`src/rtl/cpd_pkg.sv`:
```
package cpd_pkg;

    localparam int MAX_CORES = 4;
    localparam int CORE_W    = 2;
    localparam int OFF_W     = 13;
    localparam int LOC_W     = 8;
    localparam int TOFF_W    = 4;
    localparam int SLOT_W    = CORE_W + 1;

    localparam logic [OFF_W-1:0] CIF_ALIAS  = 13'h100;
    localparam logic [OFF_W-1:0] CIF_BASE   = 13'h200;
    localparam logic [OFF_W-1:0] TMR_ALIAS  = 13'h600;
    localparam logic [OFF_W-1:0] TMR_BASE   = 13'h700;
    localparam logic [OFF_W-1:0] REGION_END = 13'hB00;

    localparam logic [LOC_W-1:0] CTRL_OFF = 8'h00;
    localparam logic [LOC_W-1:0] CFG_OFF  = 8'h04;

    typedef enum logic [1:0] {
        WIN_NONE,
        WIN_SCU,
        WIN_CIF,
        WIN_TMR
    } win_e;

    typedef enum logic [1:0] {
        RD_ZERO,
        RD_SCU,
        RD_CIF,
        RD_TMR
    } rsrc_e;

    typedef struct packed {
        win_e              win;
        logic [CORE_W-1:0] core;
        logic              present;
    } route_t;

endpackage

```
`src/rtl/cpd_addr_decode.sv`:
```
module cpd_addr_decode
    import cpd_pkg::*;
#(
    parameter int NUM_CORES = 1
) (
    input  logic [OFF_W-1:0]  offset,
    input  logic [CORE_W-1:0] req_core,
    output route_t            route
);

    always_comb begin
        route = '0;
        if (offset < CIF_ALIAS) begin
            route.win  = WIN_SCU;
            route.core = '0;
        end else if (offset < CIF_BASE) begin
            route.win  = WIN_CIF;
            route.core = req_core;
        end else if (offset < TMR_ALIAS) begin
            route.win  = WIN_CIF;
            route.core = CORE_W'(offset[10:8] - 3'd2);
        end else if (offset < TMR_BASE) begin
            route.win  = WIN_TMR;
            route.core = req_core;
        end else if (offset < REGION_END) begin
            route.win  = WIN_TMR;
            route.core = CORE_W'(offset[11:8] - 4'd7);
        end else begin
            route.win  = WIN_NONE;
            route.core = '0;
        end

        if (route.win == WIN_SCU) begin
            route.present = 1'b1;
        end else if (route.win == WIN_NONE) begin
            route.present = 1'b0;
        end else begin
            route.present = (int'(route.core) < NUM_CORES);
        end
    end

endmodule

```
`src/rtl/cpd_scu_regs.sv`:
```
module cpd_scu_regs
    import cpd_pkg::*;
#(
    parameter int NUM_CORES = 1,
    parameter int DATA_W    = 32
) (
    input  logic [LOC_W-1:0]  reg_off,
    input  logic [DATA_W-1:0] ctrl_q,
    output logic [DATA_W-1:0] rd_val
);

    localparam logic [3:0] CORE_MASK = 4'((1 << NUM_CORES) - 1);
    localparam logic [1:0] COUNT_M1  = 2'(NUM_CORES - 1);
    localparam logic [DATA_W-1:0] CFG_WORD =
        DATA_W'({CORE_MASK, 2'b00, COUNT_M1});

    always_comb begin
        case (reg_off)
            CTRL_OFF: rd_val = ctrl_q;
            CFG_OFF:  rd_val = CFG_WORD;
            default:  rd_val = '0;
        endcase
    end

endmodule

```
`src/rtl/cpd_rdata_mux.sv`:
```
module cpd_rdata_mux
    import cpd_pkg::*;
#(
    parameter int NUM_CORES = 1,
    parameter int DATA_W    = 32
) (
    input  rsrc_e                           src,
    input  logic [SLOT_W-1:0]               idx,
    input  logic [DATA_W-1:0]               scu_val,
    input  logic [NUM_CORES*DATA_W-1:0]     cif_rdata,
    input  logic [2*NUM_CORES*DATA_W-1:0]   tmr_rdata,
    output logic [DATA_W-1:0]               rdata
);

    localparam int N_SLOTS = 2 * NUM_CORES;

    logic [DATA_W-1:0] cif_word [NUM_CORES];
    logic [DATA_W-1:0] tmr_word [N_SLOTS];

    for (genvar g = 0; g < NUM_CORES; g++) begin : g_cif
        assign cif_word[g] = cif_rdata[g*DATA_W +: DATA_W];
    end

    for (genvar g = 0; g < N_SLOTS; g++) begin : g_tmr
        assign tmr_word[g] = tmr_rdata[g*DATA_W +: DATA_W];
    end

    always_comb begin
        rdata = '0;
        case (src)
            RD_SCU: rdata = scu_val;
            RD_CIF: begin
                for (int i = 0; i < NUM_CORES; i++) begin
                    if (int'(idx) == i) rdata = cif_word[i];
                end
            end
            RD_TMR: begin
                for (int i = 0; i < N_SLOTS; i++) begin
                    if (int'(idx) == i) rdata = tmr_word[i];
                end
            end
            default: rdata = '0;
        endcase
    end

endmodule

```
`src/rtl/cluster_priv_decoder.sv`:
```
module cluster_priv_decoder
    import cpd_pkg::*;
#(
    parameter int NUM_CORES = 1,
    parameter int DATA_W    = 32
) (
    input  logic                             clk,
    input  logic                             rst_n,
    input  logic [OFF_W-1:0]                 bus_off,
    input  logic [DATA_W-1:0]                bus_wdata,
    input  logic                             bus_we,
    input  logic                             bus_re,
    input  logic [CORE_W-1:0]                bus_core,
    output logic [DATA_W-1:0]                bus_rdata,
    output logic [NUM_CORES-1:0]             cif_sel,
    output logic [LOC_W-1:0]                 cif_off,
    output logic [2*NUM_CORES-1:0]           tmr_sel,
    output logic [TOFF_W-1:0]                tmr_off,
    output logic                             per_we,
    output logic [DATA_W-1:0]                per_wdata,
    input  logic [NUM_CORES*DATA_W-1:0]      cif_rdata,
    input  logic [2*NUM_CORES*DATA_W-1:0]    tmr_rdata
);

    localparam int N_SLOTS = 2 * NUM_CORES;

    typedef struct packed {
        logic [DATA_W-1:0]    ctrl;
        logic [DATA_W-1:0]    scu_rd;
        logic [DATA_W-1:0]    wdata;
        logic [NUM_CORES-1:0] cif_sel;
        logic [N_SLOTS-1:0]   tmr_sel;
        logic                 we;
        logic [LOC_W-1:0]     loc_off;
        logic [TOFF_W-1:0]    tmr_off;
        rsrc_e                rsrc;
        logic [SLOT_W-1:0]    ridx;
    } state_t;

    state_t            st_d, st_q;
    route_t            route;
    logic [DATA_W-1:0] scu_val;
    logic [SLOT_W-1:0] slot;
    logic              access;

    cpd_addr_decode #(
        .NUM_CORES (NUM_CORES)
    ) u_decode (
        .offset   (bus_off),
        .req_core (bus_core),
        .route    (route)
    );

    cpd_scu_regs #(
        .NUM_CORES (NUM_CORES),
        .DATA_W    (DATA_W)
    ) u_scu (
        .reg_off (bus_off[LOC_W-1:0]),
        .ctrl_q  (st_q.ctrl),
        .rd_val  (scu_val)
    );

    cpd_rdata_mux #(
        .NUM_CORES (NUM_CORES),
        .DATA_W    (DATA_W)
    ) u_rmux (
        .src       (st_q.rsrc),
        .idx       (st_q.ridx),
        .scu_val   (st_q.scu_rd),
        .cif_rdata (cif_rdata),
        .tmr_rdata (tmr_rdata),
        .rdata     (bus_rdata)
    );

    assign access = bus_we | bus_re;
    assign slot   = {route.core, bus_off[5]};

    always_comb begin
        st_d         = st_q;
        st_d.cif_sel = '0;
        st_d.tmr_sel = '0;
        st_d.we      = 1'b0;
        st_d.rsrc    = RD_ZERO;

        if (access) begin
            case (route.win)
                WIN_SCU: begin
                    if (bus_re) begin
                        st_d.rsrc   = RD_SCU;
                        st_d.scu_rd = scu_val;
                    end
                    if (bus_we && (bus_off[LOC_W-1:0] == CTRL_OFF)) begin
                        st_d.ctrl = bus_wdata;
                    end
                end
                WIN_CIF: begin
                    if (route.present) begin
                        for (int i = 0; i < NUM_CORES; i++) begin
                            if (int'(route.core) == i) st_d.cif_sel[i] = 1'b1;
                        end
                        st_d.loc_off = bus_off[LOC_W-1:0];
                        st_d.we      = bus_we;
                        if (bus_we) st_d.wdata = bus_wdata;
                        if (bus_re) begin
                            st_d.rsrc = RD_CIF;
                            st_d.ridx = {1'b0, route.core};
                        end
                    end
                end
                WIN_TMR: begin
                    if (route.present) begin
                        for (int i = 0; i < N_SLOTS; i++) begin
                            if (int'(slot) == i) st_d.tmr_sel[i] = 1'b1;
                        end
                        st_d.tmr_off = bus_off[TOFF_W-1:0];
                        st_d.we      = bus_we;
                        if (bus_we) st_d.wdata = bus_wdata;
                        if (bus_re) begin
                            st_d.rsrc = RD_TMR;
                            st_d.ridx = slot;
                        end
                    end
                end
                default: ;
            endcase
        end
    end

    always_ff @(posedge clk) begin
        if (!rst_n) begin
            st_q <= '0;
        end else begin
            st_q <= st_d;
        end
    end

    assign cif_sel   = st_q.cif_sel;
    assign cif_off   = st_q.loc_off;
    assign tmr_sel   = st_q.tmr_sel;
    assign tmr_off   = st_q.tmr_off;
    assign per_we    = st_q.we;
    assign per_wdata = st_q.wdata;


    strobe_onehot_chk: assert property (@(posedge clk) disable iff (!rst_n)
        $onehot0({cif_sel, tmr_sel}));


    strobe_cause_chk: assert property (@(posedge clk) disable iff (!rst_n)
        (|{cif_sel, tmr_sel}) |-> $past(bus_we | bus_re));


    rdata_idle_chk: assert property (@(posedge clk) disable iff (!rst_n)
        !bus_re |=> (bus_rdata == '0));


    absent_core_chk: assert property (@(posedge clk) disable iff (!rst_n)
        (access && (route.win inside {WIN_CIF, WIN_TMR}) && !route.present)
        |=> (cif_sel == '0 && tmr_sel == '0 && !per_we && bus_rdata == '0));


    out_of_region_chk: assert property (@(posedge clk) disable iff (!rst_n)
        (access && bus_off >= REGION_END)
        |=> (cif_sel == '0 && tmr_sel == '0 && !per_we && bus_rdata == '0));


    ctrl_hold_chk: assert property (@(posedge clk) disable iff (!rst_n)
        !(bus_we && bus_off == 13'h000) |=> $stable(st_q.ctrl));

endmodule

```
`config.mk`:
```
export PLATFORM = sky130hd
export DESIGN_NAME = cluster_priv_decoder
export DESIGN_NICKNAME = d
export VERILOG_FILES = /design/src/rtl/cpd_pkg.sv /design/src/rtl/cpd_addr_decode.sv /design/src/rtl/cpd_scu_regs.sv /design/src/rtl/cpd_rdata_mux.sv /design/src/rtl/cluster_priv_decoder.sv
export SDC_FILE = /design/constraint.sdc
export NUM_CORES = 1
export LEC_CHECK = 0
export BUFFER_PORTS_ARGS = -buffer_cell sky130_fd_sc_hd__buf_2
export CAP_MARGIN = 20
export CORE_UTILIZATION = 50
export CTS_BUF_LIST = sky130_fd_sc_hd__clkbuf_4
export DETAILED_ROUTE_END_ITERATION = 7
export PLACE_DENSITY = 0.92
export RECOVER_POWER = 25
export SETUP_SLACK_MARGIN = 0.3
export SYNTH_ARGS = -nofsm -noshare
export SYNTH_HDL_FRONTEND = slang
export SYNTH_SLANG_ARGS = --single-unit
```
`constraint.sdc`:
```
create_clock -name clk -period 2.8 [get_ports clk]
set_input_delay 0.7 -clock clk [delete_from_list [all_inputs] [get_ports clk]]
set_output_delay 0.7 -clock clk [all_outputs]
set_load 0.05 [all_outputs]
```
Word-level counts from Yosys, hierarchy flattened. Cells that the tools add are included.

Input port bits: 147. Logic and storage cells: 77. Flip-flop bits (word level): 117.

Bitwise gates (word level): 1. Order comparisons: 6. $add $sub $neg: 2. Reduce and logical (&&, ||, !) cells: 16. Eq/ne operators: 13. Muxes and demuxes: 29.

Operator list (number): 32-bit two-way mux (5); 32-bit one-hot mux with 2 select lines (2); 32-bit one-hot mux with 3 select lines (1); 33-bit two-way mux (1); 13-bit by 11-bit < comparator with 1-bit output (second input constant) (2); 4-bit two-way mux (5); 5-bit two-way mux (4); 13-bit by 10-bit < comparator with 1-bit output (second input constant) (1); 13-bit by 12-bit < comparator with 1-bit output (second input constant) (1); 13-bit by 9-bit < comparator with 1-bit output (second input constant) (1); 3-bit AND reduction (4); 4-bit AND reduction (3); 9-bit two-way mux (1); 2-bit == test (second input constant) (4); 8-bit by 3-bit == test with 1-bit output (second input constant) (1); 8-bit logical NOT (1); 2-bit inequality test (second input constant) (4); 1-bit two-way mux (7); 3-bit by 2-bit == test with 1-bit output (second input constant) (2); 3-bit logical NOT (2); 2-bit one-hot mux with 3 select lines (1); 3-bit one-hot mux with 2 select lines (1); 6-bit AND reduction (1); 2-bit by 1-bit == test with 1-bit output (second input constant) (2); other kinds (8) (10).

Depth between registers and ports, before layout.
Depth in word-level cells: 11. Gate-level depth with buffers: 7.

Hierarchy. From an unflattened synthesis, not the netlist that was laid out.

Cells, all modules: 783. Area, all modules: 6269.8 um2.

Modules (own cells, without submodules): cluster_priv_decoder (area an instance 4650.7 um2, instances 1, seq. area each 2342.2 um2, cells each 561); cpd_rdata_mux (area an instance 883.3 um2, instances 1, seq. area each 0.0 um2, cells each 116); cpd_scu_regs (area an instance 545.5 um2, instances 1, seq. area each 0.0 um2, cells each 75); cpd_addr_decode (area an instance 190.2 um2, instances 1, seq. area each 0.0 um2, cells each 31).

Worst setup path before layout. No wires, ideal clock.

Kind: input to output. Start: input tmr_rdata[28]. End: output bus_rdata[28]. Stages on the path: 2. Arrival: 1839 ps. Data required time: 2100 ps. Path slack: 261 ps. Cell sequence: mux2i_1 -> o21ai_0.

Word-level cells in the longest chain between the ends: 3.

Ends and longest elaborated chain: start: declaration (line cluster_priv_decoder.sv:22) `input logic [2*NUM_CORES*DATA_W-1:0] tmr_rdata`; 32-bit two-way mux (2 in series) (line cpd_rdata_mux.sv:39) `if (int'(idx) == i) rdata = tmr_word[i];`; 32-bit one-hot mux with 3 select lines (line cpd_rdata_mux.sv:30) `case (src)`; end: declaration (line cluster_priv_decoder.sv:14) `output logic [DATA_W-1:0] bus_rdata,`.

No other way between the ends.

Worst setup path after layout.
Start: register st_q[2] (netlist name). End: output bus_rdata[13].

Word-level cells in the longest chain between the ends: 4.

Ends and longest elaborated chain: start: declaration (line cluster_priv_decoder.sv:40) `state_t st_d, st_q;`; start signal: assignment (line cluster_priv_decoder.sv:133) `st_q <= st_d;`; 3-bit logical NOT (line cpd_rdata_mux.sv:34, cpd_rdata_mux.sv:39); 32-bit two-way mux (2 in series) (line cpd_rdata_mux.sv:39); 32-bit one-hot mux with 3 select lines * (line cpd_rdata_mux.sv:30).

Mark *: on every way between the ends. The rest lies on a longest branch, timed or not.

==> impl_metrics.py <==
metrics = {
    "sta": {
        "worst_slack_ns": 0.120,
        "report.final.slew_viol_count": 0,
        "final.period_utilization": 0.957,
        "fmaxAchievable_ghz": 0.373,
        "hold_viol_final": 0,
        "timing_worst_slew_pin_value_ns": 0.892,
        "max-slew-margin-rel": 0.405,
        "report.final.setup_viol": 0,
        "rsz0062_at_grt": "yes",
        "finalClockSkew_ns": 0.0221,
        "period_needed_ns": 2.68,
        "finalHoldWorstSlack_ns": 0.439,
    },
    "clock_tree": {
        "cts_root_buf": "sky130_fd_sc_hd__clkbuf_4",
        "clk_pin_slew_ns": 0.13,
        "tritoncts_clock_tree": "built",
        "clock_sinks": 117,
        "max_clock_buf_depth": 2,
        "clk_latency_ns": 0.51,
        "htreeDepth": 4,
        "cts-buffers-inserted": 17,
    },
    "synth": {
        "ys_seq_elements": 117,
        "synth.most_common_cell": "sky130_fd_sc_hd__nand2_1",
        "syn-num-nets": 769,
        "postSynth.asyncResetShare": 0,
        "fraction_of_the_yosys_area_taken_by_sequential_cells": 0.429,
        "synthTopCellsByCount": "150 x sky130_fd_sc_hd__nand2_1, 117 x sky130_fd_sc_hd__dfxtp_1, 78 x sky130_fd_sc_hd__mux2i_1, 70 x sky130_fd_sc_hd__nor2_1, 47 x sky130_fd_sc_hd__buf_4",
        "synth_area_leader_cell": "sky130_fd_sc_hd__dfxtp_1",
        "warning_count_from_the_yosys_run": 0,
        "synth-edff-count": 0,
        "netlist_area_um2": 5460,
        "netlist-cell-type-count": 40,
        "synthesis.instances": 622,
        "postSynth.topFlopCell": "sky130_fd_sc_hd__dfxtp_1",
        "synth.top_cell.area_share": 0.429,
        "synth_area_per_cell_um2": 8.78,
        "ys_top_cells_by_area": "sky130_fd_sc_hd__dfxtp_1 43%, sky130_fd_sc_hd__mux2i_1 14%, sky130_fd_sc_hd__nand2_1 10%",
    },
    "layout": {
        "drive_gt1_frac": 0.355,
        "area_of_the_multi_input_gates_um2": 2550,
        "area_growth_syn_to_layout_pct": 26.0,
        "final_core_util": 0.658,
        "layout.area.seq_um2": 2350,
        "nNetsFinal": 943,
        "fillers": 883,
    },
    "worst_setup_path": {
        "critical_path.slowest_cell": "sky130_fd_sc_hd__dfxtp_2",
        "worstReg2RegEnd": "st_q[57]",
        "depth_of_the_worst_register_to_register_path": 4,
        "r2r_start": "st_q[89]",
        "cp-start-kind": "register",
        "cp_data_arrival_time_ns": 1.98,
        "timing.reg2reg.setup_slack_ns": 2.01,
        "cell_chain_of_the_critical_path": "nor2_4 -> and4_4 -> buf_12 -> buf_16 -> a222oi_1 -> nand2_1 -> buf_6",
        "cpPeakStageDelay_ns": 0.37,
        "worst-endpoint-required_ns": 2.10,
        "cp-end-kind": "output pin",
        "crit_type": "register to output pin",
        "crit_fanout": 12,
    },
    "detailed_routing": {
        "ant_nets": 0,
        "drt_first_pass_iters": 8,
        "post-route-drc-count": 12,
        "vias": 5163,
        "wl_um": 15500,
        "drt-initial-drc-count": 443,
        "vias_per_cell": 5.46,
        "wl_per_cell_um": 16.4,
    },
    "power_and_ir_drop": {
        "static-leakage-power_nw": 3.06,
        "vdd_ir_drop_max_mv": 0.260,
        "cellPowerDensity_nw_per_um2": 487,
    },
    "outcome": {
        "violated_checks": "design-rule violations",
        "outcome": "finished, violations left",
    },
    "worst_hold_path": {
        "whs_path_depth": 3,
        "hold_path.class": "input port to register",
        "whs_endpoint": "per_wdata[2]",
        "hp-start": "bus_wdata[2]",
    },
    "floorplanning": {
        "core_area_um2": 10500,
        "initial_core_util": 0.522,
        "num_io_pins": 227,
        "area_of_the_die_um2": 11300,
        "chipWidth_um": 107,
        "die-height_um": 107,
        "floorplan.rows": 37,
    },
    "placed_design": {
        "routabilityCongestion": 0.849,
        "dp_worst_setup_slack_ns": 0.409,
        "dpl.hpwl_um": 11000,
        "port_buffers": 226,
    },
    "global_route": {
        "grt_max_degree": 90,
        "antenna_found_initial": 1,
        "overflow": 0,
        "grtUsageTotal": 0.266,
        "grt_first_pass_wirelength_um": 23300,
        "first_global_vias": 4723,
    },
    "run": {
        "max_cap_viols": 0,
    },
}
==> cell type report <==
cell class,instances,area share
diodes,1,0.000364
well taps,136,0.0247
clock buffers,17,0.0185
clock inverters,15,0.0229
repair buffers,246,0.220
inverters,3,0.00164
flip-flops and latches,117,0.341
multi-input cells,411,0.371
==> report_power, final <==
group / leakage (nW) / switching [mW] / total (mW) / internal (mW)
Combinational: 1.98 / 0.273 / 0.428 / 0.155
Clock: 0.134 / 0.684 / 1.22 / 0.532
Sequential: 0.947 / 0.0155 / 1.71 / 1.69
==> stage by stage <==
stage / power (mW) / TNS (ns) / area (µm²) / cells
2_1_floorplan: 2.03 / 0 / 5460 / 622
3_3_place_gp: 2.16 / 0 / 6380 / 911
3_5_place_dp: 2.17 / 0 / 6380 / 911
4_1_cts: 3.37 / 0 / 6850 / 944
5_1_grt: 3.49 / -0.0245 / 6880 / 946
6_report: 3.35 / 0 / 6880 / 946
==> worst max-delay path: cells and delay by family (launching register included) <==
| family | cells | cell delay, ns |
|---|---|---|
| DFF | 1 | 0.37 |
| and+or+nand+nor | 3 | 0.35 |
| buffers and inverters | 3 | 0.43 |
| AOI/OAI and AO/OA | 1 | 0.31 |
==> timing repair <==
action                                  CTS  global route
pin swaps                                 5             5
cloned                                    1             0
buffers inserted                          0             1
hold buffers                              0             0
resized for setup                        54            20
endpoints found under the setup margin   32            32
==> cell usage in the layout (no fill, tap or decap), drive strengths merged, types with 4 or more instances in the layout <==
master / n
buf: 238
nand2: 150
dfxtp: 117
mux2i: 78
nor2: 71
a22oi: 32
a222oi: 31
clkbuf: 25
nor3: 8
clkinvlp: 6
nand3: 5
clkinv: 5
inv: 5
and3: 4
==> sequential cells by signal (all words and copies together), names as in the netlist <==
register and flops:
cif_off 8, per_we 1, tmr_off 4, per_wdata 32
st_q 69, cif_sel 1, tmr_sel 2
==> how the worst max path moves through the flow <==
stage                 from  depth (start not counted)             to
6_report           st_q[2]                          7  bus_rdata[13]
3_5_place_dp   bus_off[10]                          7  per_wdata[28]
5_1_grt            st_q[2]                          7  bus_rdata[17]
4_1_cts            st_q[2]                          6  bus_rdata[17]
2_1_floorplan      st_q[1]                          6  bus_rdata[28]
3_3_place_gp   bus_off[10]                          7  per_wdata[20]
==> cells by family (layout without fill, tap and decap cells) <==
| kind of cell | count (synthesis) | after routing | synth area share |
|---|---|---|---|
| flops | 117 | 117 | 0.429 |
| buf+inv | 94 | 281 | 0.105 |
| xor+xnor | 1 | 1 | 0.00160 |
| other cells | 0 | 1 | 0 |
| compound gates | 79 | 79 | 0.126 |
| mux | 78 | 78 | 0.143 |
| simple gates | 253 | 253 | 0.196 |
==> per-layer routing <==
metal,GRT usage,wire length (µm)
met1,0.304,6350
met2,0.481,7700
met3,0.0632,1120
met4,0.0978,312
met5,0,0
Note: power is estimated with default switching activity, not from simulation.
